[src/rtl/odg_pkg.sv]
package odg_pkg;

    localparam int REG_W   = 32;
    localparam int N_LINES = 2;

    // Field offsets within one line's slice of the register word
    localparam int F_DIR    = 0;
    localparam int F_DIR_WE = 1;
    localparam int F_VAL    = 2;
    localparam int F_VAL_WE = 3;
    localparam int F_IN     = 4;
    localparam int F_PUD    = 5;
    localparam int FIELD_W  = 6;

    // Line index assignment
    localparam int LN_CK = 0;
    localparam int LN_DT = 1;

    typedef struct packed {
        logic dir;   // 1 = drive pad
        logic val;   // pad output level
        logic pud;   // pull-up disable
    } line_cfg_t;

    localparam line_cfg_t LINE_RST = '{dir: 1'b0, val: 1'b0, pud: 1'b0};

endpackage

[src/rtl/odg_sync.sv]
module odg_sync #(
    parameter int   STAGES  = 2,
    parameter logic RST_VAL = 1'b1
) (
    input  logic clk,
    input  logic rst_n,
    input  logic din,
    output logic dout
);
    logic [STAGES-1:0] chain_d, chain_q;

    always_comb begin
        chain_d = {chain_q[STAGES-2:0], din};
    end

    always_ff @(posedge clk or negedge rst_n) begin
        if (!rst_n) chain_q <= {STAGES{RST_VAL}};
        else        chain_q <= chain_d;
    end

    assign dout = chain_q[STAGES-1];
endmodule

[src/rtl/odg_line.sv]
module odg_line
    import odg_pkg::*;
#(
    parameter int   SYNC_STAGES = 2,
    parameter logic IN_RST      = 1'b1
) (
    input  logic               clk,
    input  logic               rst_n,
    input  logic               wr_en,
    input  logic [FIELD_W-1:0] wr_field,
    input  logic               pad_in,
    output logic               pad_oe,
    output logic               pad_out,
    output logic               pu_en,
    output logic [FIELD_W-1:0] rd_field
);
    line_cfg_t cfg_d, cfg_q;
    logic      in_sync;
    logic      unused_in_bit;

    assign unused_in_bit = wr_field[F_IN];

    odg_sync #(.STAGES(SYNC_STAGES), .RST_VAL(IN_RST)) u_sync (
        .clk  (clk),
        .rst_n(rst_n),
        .din  (pad_in),
        .dout (in_sync)
    );

    always_comb begin
        cfg_d = cfg_q;
        if (wr_en) begin
            if (wr_field[F_DIR_WE]) cfg_d.dir = wr_field[F_DIR];
            if (wr_field[F_VAL_WE]) cfg_d.val = wr_field[F_VAL];
            cfg_d.pud = wr_field[F_PUD];
        end
    end

    always_ff @(posedge clk or negedge rst_n) begin
        if (!rst_n) cfg_q <= LINE_RST;
        else        cfg_q <= cfg_d;
    end

    assign pad_oe  = cfg_q.dir;
    assign pad_out = cfg_q.val;
    assign pu_en   = ~cfg_q.pud;

    always_comb begin
        rd_field           = '0;
        rd_field[F_DIR]    = cfg_q.dir;
        rd_field[F_VAL]    = cfg_q.val;
        rd_field[F_IN]     = in_sync;
        rd_field[F_PUD]    = cfg_q.pud;
    end
endmodule

[src/rtl/odg_pair_ctrl.sv]
module odg_pair_ctrl
    import odg_pkg::*;
#(
    parameter int   LINE_STRIDE = 16,
    parameter int   SYNC_STAGES = 2,
    parameter logic IN_RST      = 1'b1
) (
    input  logic             clk,
    input  logic             rst_n,
    input  logic             wr_en,
    input  logic [REG_W-1:0] wr_data,
    output logic [REG_W-1:0] rd_data,
    input  logic             ck_pad_in,
    input  logic             dt_pad_in,
    output logic             ck_oe,
    output logic             ck_out,
    output logic             ck_pu_en,
    output logic             dt_oe,
    output logic             dt_out,
    output logic             dt_pu_en
);
    localparam int TOP_BIT = (N_LINES - 1) * LINE_STRIDE + FIELD_W;

    logic [N_LINES-1:0] pad_in_v, oe_v, out_v, pu_v;
    logic [FIELD_W-1:0] rd_field [N_LINES];
    logic [REG_W-1:0]   unused_wr_bits;

    assign unused_wr_bits = wr_data;

    assign pad_in_v[LN_CK] = ck_pad_in;
    assign pad_in_v[LN_DT] = dt_pad_in;

    generate
        for (genvar g = 0; g < N_LINES; g++) begin : g_line
            odg_line #(.SYNC_STAGES(SYNC_STAGES), .IN_RST(IN_RST)) u_line (
                .clk     (clk),
                .rst_n   (rst_n),
                .wr_en   (wr_en),
                .wr_field(wr_data[g*LINE_STRIDE +: FIELD_W]),
                .pad_in  (pad_in_v[g]),
                .pad_oe  (oe_v[g]),
                .pad_out (out_v[g]),
                .pu_en   (pu_v[g]),
                .rd_field(rd_field[g])
            );
        end
    endgenerate

    always_comb begin
        rd_data = '0;
        for (int l = 0; l < N_LINES; l++) begin
            rd_data[l*LINE_STRIDE +: FIELD_W] = rd_field[l];
        end
    end

    assign ck_oe    = oe_v[LN_CK];
    assign ck_out   = out_v[LN_CK];
    assign ck_pu_en = pu_v[LN_CK];
    assign dt_oe    = oe_v[LN_DT];
    assign dt_out   = out_v[LN_DT];
    assign dt_pu_en = pu_v[LN_DT];

    initial begin
        if (TOP_BIT > REG_W || LINE_STRIDE < FIELD_W || SYNC_STAGES < 2)
            $error("odg_pair_ctrl: bad parameters");
    end
endmodule

[config.mk]
export PLATFORM = sky130hd
export DESIGN_NAME = odg_pair_ctrl
export DESIGN_NICKNAME = d
export VERILOG_FILES = /design/src/rtl/odg_pkg.sv /design/src/rtl/odg_sync.sv /design/src/rtl/odg_line.sv /design/src/rtl/odg_pair_ctrl.sv
export SDC_FILE = /design/constraint.sdc
export NUM_CORES = 1
export LEC_CHECK = 0
export ABC_AREA = 1
export BUFFER_PORTS_ARGS = -buffer_cell sky130_fd_sc_hd__buf_4
export CORE_UTILIZATION = 33
export DETAILED_ROUTE_END_ITERATION = 10
export GPL_TIMING_DRIVEN = 0
export PLACE_DENSITY_LB_ADDON = 0.3
export SLEW_MARGIN = 25
export SYNTH_ARGS = -nofsm -noshare
export SYNTH_HDL_FRONTEND = slang
export SYNTH_SLANG_ARGS = --single-unit
[constraint.sdc]
create_clock -name clk -period 2 [get_ports clk]
set_clock_uncertainty 0.1 [all_clocks]
set_input_delay 0.1 -clock clk [delete_from_list [all_inputs] [get_ports clk]]
set_output_delay 0.1 -clock clk [all_outputs]
set_load 0.01 [all_outputs]
==> run summary <==
largest family of logic cells by synthesized area -> buffers and inverters
Routed WL -> 1300 um
total power -> 0.000630 W
worst setup path class -> in -> reg
Clock Latency Late Sink -> 0.26 ns
DP HPWL -> 970 um
R2R Setup Slk -> 0.72 ns
mux cell area share after synthesis -> 0
#FFs+latches synth -> 10
Chip Width -> 44.1 um
cell leakage power -> 0.641 nW
CTS H-tree lvls -> 1
Crit-path slowest cell -> dlygate4sd3_1
CP Data Required Time -> 2.04 ns
row count -> 14
Hold-fix buffers, CTS -> 17
non-filler instance count after layout -> 152
Worst R2R End -> g_line[1].u_line.pad_oe
die area -> 1950 um2
final hold violation count -> 0
Clk network pwr share -> 0.284
Seq pwr share -> 0.373
Int Pwr -> 0.000467 W
gpl congestion -> 0.620
setup violators final -> 0
CORE AREA -> 1580 um2
IO buf count -> 28
Hold EP -> g_line[0].u_line.rd_field[5]
grt total ovfl -> 0
Compound-Gate Fraction of Synth Area -> 0.0171
HP Start -> wr_en
CTS Buffer Depth -> 2
drt pass-1 iters -> 9
cell area after synthesis -> 586 um2
status -> complete, but fails checks
most frequent cell on the critical path -> dlygate4sd3_1
Max Slew Vio Count -> 0
Tcrit/Tclk final -> 0.981
crit-path max FO -> 1
fmax -> 510 MHz
# Max-Cap Violations -> 0
root buffer cell -> clkbuf_4
fraction of power consumed by combinational cells -> 0.343
top-level I/O count -> 75
wire per inst -> 8.56 um
CP endpoint kind -> register
area grow syn2layout -> 89.3%
DRC violations left -> 3
Yosys cell types -> 9
post_cts resized -> 0
first-pass GRT wire length -> 1960 um
adder-cell share of the synthesized area -> 0
ANT cells -> 0
fin crit period -> 1.96 ns
peak supply drop -> 0.362 mV
commonest cells after routing, fill and taps aside -> 58 x buf_4, 24 x conb_1, 17 x dlygate4sd3_1, 14 x nand2_1, 6 x dfrtp_1
Hold WC Path Type -> in -> reg
drt via density -> 3.68
simple-gate share of the synthesized area -> 0.124
Die H -> 44.1 um
post-synthesis xor/xnor area fraction -> 0
syn avg cell area -> 9.15 um2
Setup Buffers After CTS -> 0
failing checks -> DRC
1st-iter DRT viols -> 4
largest net degree at the start of global routing -> 11
share of cells above drive strength 1 -> 0.493
crit start category -> input port
Syn Inst Count -> 64
Global Route Usage Sum -> 0.142
clock slew at reported path FFs -> 0.06 ns
Setup TNS -> 0 ns
DRT antenna net count -> 0
placed cell count -> 131
slowest stage delay, CP -> 0.56 ns
sw frac -> 0.258
register area share after synthesis -> 0.436
RSZ-0062 raised after global routing -> no
R2R Path Start -> g_line[1].u_line.pad_oe
number of global-route vias before repair -> 490
warnings from Yosys -> 0
initial antenna violation count -> 0
CTS tree -> built
total CTS buffers -> 3
Layout Nets -> 174
Worst EP arrival -> 2.00 ns
R2R cell count -> 3
CP Cell Sequence -> dlygate4sd3_1, buf_4, nand3_1, dlygate4sd3_1, nand2_1, dlygate4sd3_1
WHS Path Cells -> 3
routed via count -> 560
most common cell after layout, fill and taps aside -> buf_4
CTS sink count -> 10
NetSw -> 0.000163 W
Power Dens Cells -> 568 nW/um2
initial core utilization -> 0.371
how the worst max path moves through the flow:
stage | depth (start not counted) | to | from | slack (ns)
floorplan | 1 | rd_data[20] | g_line[1].u_line.u_sync.chain_q[1] | 1.21
global placement | 2 | rd_data[20] | g_line[1].u_line.u_sync.chain_q[1] | 1.12
global route | 6 | g_line[1].u_line.pad_out | wr_data[18] | 0.02
detailed placement | 2 | rd_data[4] | g_line[0].u_line.u_sync.chain_q[1] | 1.11
CTS | 6 | g_line[1].u_line.pad_oe | wr_data[16] | 0.09
finish | 6 | g_line[1].u_line.pad_out | wr_data[18] | 0.04
cell type report:
class	count	area (um2)
Inverter	2	7.51
Buffer	31	236
Sequential cell	10	255
Fill cell	139	468
Tap cell	16	20.0
Multi-Input combinational cell	44	173
Clock buffer	4	36.3
Timing Repair Buffer	45	380
sequential cells by signal, indices dropped and copies added, names as in the netlist:
name	cells
g_line.u_line.pad_out	2
g_line.u_line.pad_oe	2
g_line.u_line.rd_field	2
g_line.u_line.u_sync.chain_q	4
layer usage:
layer | track usage | vias to the layer above | routed length (um)
met1 | 0.134 | 241 | 428
met5 | 0 | - | 0
met3 | 0.0653 | 2 | 151
li1 | - | 284 | -
met4 | 0.0727 | 0 | 11
met2 | 0.256 | 33 | 709
logic make-up after synthesis:
group / after synthesis
AND/OR/NAND/NOR: 18
AO/OA/AOI/OAI: 2
other: 1
buffers and inverters: 33
flip-flops: 10
metrics by stage:
step                      utilization  hold WS [ns]  cell area [um2]  setup slack (ns)
after floorplan                     -        -0.296              672              1.21
after global placement          0.572        -0.169              902              1.12
after detailed placement        0.572        -0.164              902              1.11
after CTS                       0.703        0.0617             1110            0.0901
after global routing            0.703        0.0893             1110            0.0166
final                           0.703        0.0753             1110            0.0373
power by group through the flow:
stage | Clock (W) | Sequential [W] | Combinational, W
after floorplan | 0 | 0.000243 | 0.0000987
after global placement | 0 | 0.000237 | 0.000179
after detailed placement | 0 | 0.000238 | 0.000183
after CTS | 0.000191 | 0.000235 | 0.000215
after global routing | 0.000195 | 0.000237 | 0.000234
final | 0.000179 | 0.000235 | 0.000216
Yosys cell counts:
master | count | area (um2)
buf_4 | 30 | 225
nand2_1 | 14 | 52.6
dfrtp_1 | 6 | 150
dfstp_2 | 4 | 105
nand3_1 | 4 | 20.0
inv_1 | 2 | 7.51
o21ai_1 | 2 | 10.0
buf_6 | 1 | 11.3
conb_1 | 1 | 3.75
critical path: cells and delay by family:
family | cells | cell delay (ns)
buffers and inverters | 4 | 1.78
and+or+nand+nor | 2 | 0.11
Power figures use the tool's default switching activity.
